### config.mk
export PLATFORM = sky130hd
export DESIGN_NAME = usbfifo_bridge_ctl
export DESIGN_NICKNAME = d
export VERILOG_FILES = /design/src/rtl/ufb_pkg.sv /design/src/rtl/ufb_sync.sv /design/src/rtl/ufb_counter.sv /design/src/rtl/ufb_seq.sv /design/src/rtl/ufb_led_mux.sv /design/src/rtl/usbfifo_bridge_ctl.sv
export SDC_FILE = /design/constraint.sdc
export NUM_CORES = 1
export LEC_CHECK = 0
export BUFFER_PORTS_ARGS = -buffer_cell sky130_fd_sc_hd__buf_4
export CORE_ASPECT_RATIO = 1.25
export CORE_MARGIN = 3
export CORE_UTILIZATION = 54
export CTS_CLUSTER_SIZE = 40
export DETAILED_ROUTE_END_ITERATION = 6
export PLACE_DENSITY = 0.83
export SKIP_CTS_REPAIR_TIMING = 1
export SLEW_MARGIN = 40
export SYNTH_ARGS = -nofsm -noshare
export SYNTH_HDL_FRONTEND = slang
export SYNTH_SLANG_ARGS = --single-unit
### constraint.sdc
create_clock -name clk -period 3.5 [get_ports clk]
set_input_delay 0.525 -clock clk [delete_from_list [all_inputs] [get_ports clk]]
set_output_delay 0.525 -clock clk [all_outputs]
set_load 0.05 [all_outputs]
### src/rtl/ufb_pkg.sv
package ufb_pkg;
  typedef enum logic [2:0] {
    ST_IDLE  = 3'd0,
    ST_RSET  = 3'd1,
    ST_READ  = 3'd2,
    ST_WSET  = 3'd3,
    ST_WRITE = 3'd4
  } xfer_st_e;
endpackage

### src/rtl/ufb_sync.sv
module ufb_sync #(
  parameter int STAGES = 2
) (
  input  logic clk,
  input  logic rst_n,
  input  logic d,
  output logic q
);
  logic [STAGES-1:0] chain_q;

  always_ff @(posedge clk or negedge rst_n) begin
    if (!rst_n) chain_q <= '0;
    else        chain_q <= {chain_q[STAGES-2:0], d};
  end

  assign q = chain_q[STAGES-1];
endmodule

### src/rtl/ufb_counter.sv
module ufb_counter #(
  parameter int W = 8
) (
  input  logic         clk,
  input  logic         rst_n,
  input  logic         inc,
  output logic [W-1:0] cnt
);
  logic [W-1:0] cnt_q, cnt_d;

  always_comb begin
    cnt_d = cnt_q;
    if (inc) cnt_d = cnt_q + 1'b1;
  end

  always_ff @(posedge clk or negedge rst_n) begin
    if (!rst_n) cnt_q <= '0;
    else        cnt_q <= cnt_d;
  end

  assign cnt = cnt_q;

  // one step per strobe, wrapping modulo 2**W
  p_count_step_r7: assert property (@(posedge clk) disable iff (!rst_n)
    inc |=> cnt == W'($past(cnt) + 1'b1));
  p_count_hold_r7: assert property (@(posedge clk) disable iff (!rst_n)
    !inc |=> $stable(cnt));
endmodule

### src/rtl/ufb_seq.sv
module ufb_seq
  import ufb_pkg::*;
#(
  parameter int AW       = 2,
  parameter int OUT_ADDR = 0,
  parameter int IN_ADDR  = 2
) (
  input  logic          clk,
  input  logic          rst_n,
  input  logic          out_empty,
  input  logic          in_full,
  input  logic          stream_req,
  output logic [AW-1:0] fifo_addr,
  output logic          rd_stb,
  output logic          wr_stb,
  output logic          bus_oe
);
  localparam logic [AW-1:0] A_OUT = AW'(OUT_ADDR);
  localparam logic [AW-1:0] A_IN  = AW'(IN_ADDR);

  xfer_st_e      st_q, st_d;
  logic [AW-1:0] addr_q, addr_d;

  always_comb begin
    st_d = st_q;
    unique case (st_q)
      ST_IDLE: begin
        if (!out_empty)                  st_d = ST_RSET;
        else if (stream_req && !in_full) st_d = ST_WSET;
      end
      ST_RSET:  st_d = ST_READ;
      ST_READ:  st_d = ST_IDLE;
      ST_WSET:  st_d = ST_WRITE;
      ST_WRITE: st_d = ST_IDLE;
      default:  st_d = ST_IDLE;
    endcase
  end

  always_comb begin
    addr_d = addr_q;
    if (st_d == ST_RSET) addr_d = A_OUT;
    if (st_d == ST_WSET) addr_d = A_IN;
  end

  always_ff @(posedge clk or negedge rst_n) begin
    if (!rst_n) begin
      st_q   <= ST_IDLE;
      addr_q <= A_OUT;
    end else begin
      st_q   <= st_d;
      addr_q <= addr_d;
    end
  end

  assign fifo_addr = addr_q;
  assign rd_stb    = (st_q == ST_READ);
  assign wr_stb    = (st_q == ST_WRITE);
  assign bus_oe    = (st_q == ST_WRITE);

  // read only with data present, address set up beforehand
  p_rd_when_data_r1: assert property (@(posedge clk) disable iff (!rst_n)
    rd_stb |-> !out_empty && fifo_addr == A_OUT);
  p_addr_setup_r1: assert property (@(posedge clk) disable iff (!rst_n)
    $rose(rd_stb) |-> $past(fifo_addr) == A_OUT);
  // write only with room, to the outbound address
  p_wr_when_space_r2: assert property (@(posedge clk) disable iff (!rst_n)
    wr_stb |-> !in_full && fifo_addr == A_IN);
  // bus turnaround after a read
  p_turnaround_r4: assert property (@(posedge clk) disable iff (!rst_n)
    rd_stb |=> !bus_oe);
endmodule

### src/rtl/ufb_led_mux.sv
module ufb_led_mux #(
  parameter int DW         = 8,
  parameter int SW_W       = 8,
  parameter int SHOW_LAST  = 4,
  parameter int IN_SEL_BIT = 1
) (
  input  logic [SW_W-1:0] sw,
  input  logic [DW-1:0]   last_byte,
  input  logic [DW-1:0]   out_cnt,
  input  logic [DW-1:0]   in_cnt,
  output logic [DW-1:0]   led
);
  always_comb begin
    if (sw == SW_W'(SHOW_LAST))  led = last_byte;
    else if (sw[IN_SEL_BIT])     led = in_cnt;
    else                         led = out_cnt;
  end
endmodule

### src/rtl/usbfifo_bridge_ctl.sv
module usbfifo_bridge_ctl #(
  parameter int DW          = 8,
  parameter int AW          = 2,
  parameter int SW_W        = 8,
  parameter int OUT_ADDR    = 0,
  parameter int IN_ADDR     = 2,
  parameter int SYNC_STAGES = 2
) (
  input  logic            clk,
  input  logic            rst_n,
  input  logic [SW_W-1:0] sw,
  input  logic            btn_stream,
  input  logic            out_empty,
  input  logic            in_full,
  output logic [AW-1:0]   fifo_addr,
  output logic            rd_stb,
  output logic            wr_stb,
  output logic            bus_oe,
  input  logic [DW-1:0]   bus_din,
  output logic [DW-1:0]   bus_dout,
  output logic [DW-1:0]   led
);
  logic          rst_sync_n;
  logic          btn_s;
  logic [DW-1:0] out_cnt, in_cnt;
  logic [DW-1:0] last_q, last_d;

  ufb_sync #(.STAGES(SYNC_STAGES)) u_rst_sync (
    .clk(clk), .rst_n(rst_n), .d(1'b1), .q(rst_sync_n));

  ufb_sync #(.STAGES(SYNC_STAGES)) u_btn_sync (
    .clk(clk), .rst_n(rst_sync_n), .d(btn_stream), .q(btn_s));

  ufb_seq #(.AW(AW), .OUT_ADDR(OUT_ADDR), .IN_ADDR(IN_ADDR)) u_seq (
    .clk(clk), .rst_n(rst_sync_n), .out_empty(out_empty), .in_full(in_full),
    .stream_req(btn_s), .fifo_addr(fifo_addr), .rd_stb(rd_stb),
    .wr_stb(wr_stb), .bus_oe(bus_oe));

  ufb_counter #(.W(DW)) u_out_cnt (
    .clk(clk), .rst_n(rst_sync_n), .inc(rd_stb), .cnt(out_cnt));

  ufb_counter #(.W(DW)) u_in_cnt (
    .clk(clk), .rst_n(rst_sync_n), .inc(wr_stb), .cnt(in_cnt));

  always_comb begin
    last_d = last_q;
    if (rd_stb) last_d = bus_din;
  end

  always_ff @(posedge clk or negedge rst_sync_n) begin
    if (!rst_sync_n) last_q <= '0;
    else             last_q <= last_d;
  end

  // The outbound pattern is the sent-byte count itself.
  assign bus_dout = in_cnt;

  ufb_led_mux #(.DW(DW), .SW_W(SW_W), .SHOW_LAST(4), .IN_SEL_BIT(1)) u_led (
    .sw(sw), .last_byte(last_q), .out_cnt(out_cnt), .in_cnt(in_cnt), .led(led));

  // the pattern written never jumps
  p_pattern_step_r8: assert property (@(posedge clk) disable iff (!rst_sync_n)
    wr_stb |=> bus_dout == DW'($past(bus_dout) + 1'b1));
endmodule

After elaboration in Yosys (flattened, before gate mapping). Cells that the tools add are included.

Register bits: 33. Word-level logic and storage cells: 27. Input port bits: 21.

Multiplexer cells: 7. Reduce and logical (&&, ||, !) cells: 4. Eq/ne operators: 7. $add $sub $neg: 2.

Operators by type and width (count): adder 8 x 1 -> 8 bit, second input constant (2); two-way mux 8 bit (2); equality test 3 x 2 -> 1 bit, second input constant (3); one-hot mux 3 bit (3 select lines) (1); equality test 8 x 3 -> 1 bit, second input constant (1); equality test 3 x 1 -> 1 bit, second input constant (2); two-way mux 3 bit (2); two-way mux 2 bit (2); equality test 3 bit, second input constant (1); zero test 3 bit (1); nonzero test 2 bit (1); logical AND 1 bit (1); zero test 1 bit (1).

Depth between registers and ports, before layout.
Depth in word-level cells: 8. Gate-level depth with buffers: 4. Depth with buffers taken out: 3.

By module. Synthesis repeated with hierarchy kept, for this count alone.

Cell total of the unflattened synthesis: 112. Area total of the unflattened synthesis: 1541.5 µm².

By module, submodules not included: ufb_counter (area an instance 337.8 µm², cells an instance 26, times used 2, sequential area each 200.2 µm²); usbfifo_bridge_ctl (area an instance 335.3 µm², cells an instance 18, times used 1, sequential area each 200.2 µm²); ufb_led_mux (area an instance 227.7 µm², cells an instance 20, times used 1, sequential area each 0.0 µm²); ufb_seq (area an instance 202.7 µm², cells an instance 18, times used 1, sequential area each 100.1 µm²); ufb_sync (area an instance 50.0 µm², cells an instance 2, times used 2, sequential area each 50.0 µm²).

Least setup slack after synthesis. OpenSTA, ideal clock, no wires.

Path kind: register to output. Start point: register u_seq.st_q[2]. End point: output wr_stb. Arrival time: 1732 ps. Path slack: 1243 ps. Cell stages (with the launch flop): 3. Required time: 2975 ps. Cell sequence: dfrtp_1 -> nor3b_2 -> buf_4.

Cells in the longest elaborated chain, start to end: 1.

RTL lines: start, declared (line ufb_seq.sv:21) `xfer_st_e st_q, st_d;`; start signal, assigned (line ufb_seq.sv:50) `st_q <= st_d;`; equality test 3 bit; end, declared (line usbfifo_bridge_ctl.sv:17) `output logic wr_stb,`.

No other way between the ends.

Worst setup path after layout.
Start point: input sw[1]. End point: output led[0].

Cells in the longest elaborated chain, start to end: 2.

RTL lines: start, declared (line usbfifo_bridge_ctl.sv:11) `input logic [SW_W-1:0] sw,`; equality test 8 x 3 -> 1 bit or two-way mux 8 bit (tied branches) (line ufb_led_mux.sv:14, ufb_led_mux.sv:15); two-way mux 8 bit * (line ufb_led_mux.sv:14) `if (sw == SW_W'(SHOW_LAST)) led = last_byte;`; end, declared (line usbfifo_bridge_ctl.sv:21) `output logic [DW-1:0] led`.

Mark *: on every way between the ends. The rest lies on a longest branch, timed or not.

==> metrics.md <==
| Metric | Value |
|---|---|
| Status | `finished clean` |
| DRT iter0 DRCs | `14` |
| R2R Path End | `u_in_cnt.cnt[1]$_DFFE_PN0P_` |
| Nature of the critical path endpoint | `primary output` |
| Critical Path Max Stage Delay | `about 0.35 ns` |
| Syn Area/Cell | `approximately 13 sq um` |
| Mux cell area share after synthesis | `about a fifth` |
| Hold Vio Cnt, Final | `0` |
| Die Y | `about 65 microns` |
| Post-DP Area | `between 1500 and 2000 sq um` |
| Reg2Reg Launch Point | `u_seq.st_q[2]$_DFF_PN0_` |
| Initial antenna violation count | `0` |
| Crit-path slowest cell | `mux2_2` |
| Clock slew at reported path FFs | `roughly 0.090 ns` |
| Unrepaired setup endpoints after global routing | `no` |
| Initial Util | `58.5%` |
| Setup tns final | `0 ns` |
| Place WS | `between 1 and 1.5 ns` |
| Site row count | `20` |
| Worst Path Required | `between 2 and 3 ns` |
| IO Count | `42` |
| Setup slack, reg-to-reg | `about 2.0 ns` |
| Via density | `roughly 5.2` |
| Max Cap Viol | `0` |
| Fin. max-slew vios | `0` |
| Antenna-violating nets left | `0` |
| Setup WS post-layout | `roughly 1.2 ns` |
| Fraction of layout cells with a size suffix above 1 | `around 50%` |
| Pre-Repair DR Iteration Count | `3` |
| Nets@finish | `between 150 and 200` |
| DIE AREA | `3410 sq um` |
| Count of final setup violators | `0` |
| Layout area overhead | `26.7%` |
| Fmax | `roughly 440 MHz` |
| DP HPWL | `2060 microns` |
| Post-synthesis compound-gate area fraction | `1.52%` |
| Reg2Reg Depth | `2` |
| Post-synthesis adder-cell area fraction | `between 1.5 and 2%` |
| Ant diodes | `0` |
| Tcrit/Tclk final | `between 60 and 70%` |
| Commonest cells after routing, fill and taps aside | `42 x buf_4, 32 x dfrtp_1, 26 x mux2_2` |
| GR Overflow Total | `0` |
| # fillers | `approximately 170` |
| Tmin final | `roughly 2.3 ns` |
| Crit-path cells | `buf_4 > nor4b_2 > nand2_1 > mux2_2 > buf_4` |
| Xor/xnor share of the synthesized area | `around 8.3%` |
| Yosys cell types | `21` |
| Skew-Pair Late Insertion Delay | `~0.33 ns` |
| CORE AREA | `roughly 2500 sq um` |
| Post-route clock skew | `between 0.006 and 0.007 ns` |
| Sequential area share after synthesis | `between 50% and 60%` |
| Worst relative slew slack | `57.2%` |
| Arrival time worst endpoint | `roughly 1.8 ns` |
| P per Cell Area | `around 740 nW/um^2` |
| Synth Instances | `around 110` |
| Final instance area | `about 1900 sq um` |
| CTS H-tree depth | `2` |
| First-pass GRT wire length | `between 4000 and 5000 microns` |
| Number of global-route vias before repair | `between 1,000 and 1,500` |
| Worst Setup Start Kind | `input port` |
| Post-Synth Simple-Gate Area | `~12%` |
| Yosys Warn Count | `0` |
| All-Layer GR Usage | `around a fifth` |
| PortBufs | `40` |
| Pleak | `0.000903 uW` |
| FF+latch count, synth | `32` |
| Cts bufs inserted | `5` |
| CTS root buffer | `clkbuf_4` |
| Crit path max fanout | `9` |
| CTS tree | `yes` |
| Most common cell after layout, fill and taps aside | `buf_4` |
| Pin count of the biggest net entering global routing | `18` |
| Type of the most critical hold path | `reg -> async` |
| Routed wire length | `between 2000 and 3000 microns` |
| WL/cell | `between 10 and 15 microns` |
| Tightest Pin Transition | `0.643 ns` |
| Netlist Area Pre-Place | `around 1500 sq um` |
| Final GP Congestion | `0.815` |
| IR drop worst, VDD | `~0.47 mV` |
| CTS Buffer Depth | `2` |
| CP most frequent cell | `buf_4` |
| Largest family of logic cells by synthesized area | `multiplexers` |
| Clock tree sinks | `32` |
| Fin Hold WS | `between 0.2 and 0.3 ns` |
| Crit Path Category | `in -> out` |
| Drt drc | `0` |
| Syn Nets | `~130` |
| Die width | `52.8 microns` |
| Vias | `approximately 1,000` |
==> worst max-delay path: cells and delay by family <==
family,cells,cell delay [ns]
buf+inv,2,0.35
mux,1,0.35
simple gates,2,0.53
==> where the power goes <==
part / internal [uW] / switching, uW / total (uW)
logic: 250 / 326 / 576
clock network: 95.4 / 120 / 215
registers: 484 / 111 / 594
==> cell families after synthesis <==
group                    Yosys count
XOR/XNOR                          14
flip-flops                        32
adder cells (fa/ha/maj)            2
multiplexers                      26
AND/OR/NAND/NOR                   26
AO/OA/AOI/OAI                      4
buffers and inverters              5
other                              2
==> sequential cells by signal, summed over array words and instances (netlist names) <==
name / flops
u_in_cnt.cnt: 8
u_seq.fifo_addr: 1
u_rst_sync.chain_q: 2
u_btn_sync.chain_q: 2
last_q: 8
u_seq.st_q: 3
u_out_cnt.cnt: 8
==> worst max-delay path by stage <==
stage                       startpoint      to  cells after the start  slack [ns]
2_1_floorplan  u_seq.st_q[2]$_DFF_PN0_  wr_stb                      2        1.24
3_3_place_gp                     sw[1]  led[3]                      5        1.22
3_5_place_dp                     sw[1]  led[4]                      5        1.20
4_1_cts                          sw[1]  led[0]                      5        1.21
5_1_grt                          sw[1]  led[2]                      5        1.16
6_report                         sw[1]  led[0]                      5        1.21
==> area by class of cell <==
| type | instances | area (sq um) | area share, % |
|---|---|---|---|
| clock buffers | 6 | 51.3 | 2.74 |
| flip-flops and latches | 32 | 801 | 42.8 |
| clock inverters | 2 | 10.0 | 0.534 |
| repair buffers | 43 | 325 | 17.4 |
| multi-input cells | 74 | 641 | 34.2 |
| well taps | 33 | 41.3 | 2.20 |
| inverters | 1 | 3.75 | 0.200 |
==> metal layers <==
layer	vias up	track usage [%]	wire length [microns]
met3	8	4.83	195
met1	471	21.1	1110
met4	0	9.58	60
li1	486	-	-
met2	35	32.1	1360
met5	-	0	0
==> Yosys cell counts <==
| cell | number | area share, % |
|---|---|---|
| nor3_1 | 2 | 0.68 |
| ha_1 | 2 | 1.7 |
| inv_1 | 1 | 0.25 |
| dfrtp_1 | 32 | 54 |
| xnor2_1 | 12 | 7.1 |
| buf_6 | 1 | 0.76 |
| nor3b_2 | 1 | 0.85 |
| nor4b_2 | 1 | 1.0 |
| nor2_1 | 1 | 0.25 |
| conb_1 | 2 | 0.51 |
| nand2_1 | 6 | 1.5 |
| xor2_1 | 2 | 1.2 |
| nand4_1 | 8 | 3.4 |
| buf_4 | 3 | 1.5 |
| nor3b_4 | 1 | 1.3 |
| o21a_1 | 1 | 0.51 |
| a21oi_1 | 3 | 1.0 |
| nor2b_1 | 1 | 0.42 |
| nor4_1 | 1 | 0.42 |
| and3_1 | 4 | 1.7 |
| mux2_2 | 26 | 20 |
==> stage by stage <==
| step | total power (uW) | std cells | utilization [%] |
|---|---|---|---|
| after global placement | 1170 | 182 | 71.3 |
| after floorplan | 1020 | 111 | - |
| final | 1390 | 191 | 74.1 |
| after CTS | 1400 | 190 | 73.7 |
| after detailed placement | 1180 | 182 | 71.3 |
| after global routing | 1470 | 191 | 74.1 |
Note: power is estimated with default switching activity, not from simulation.
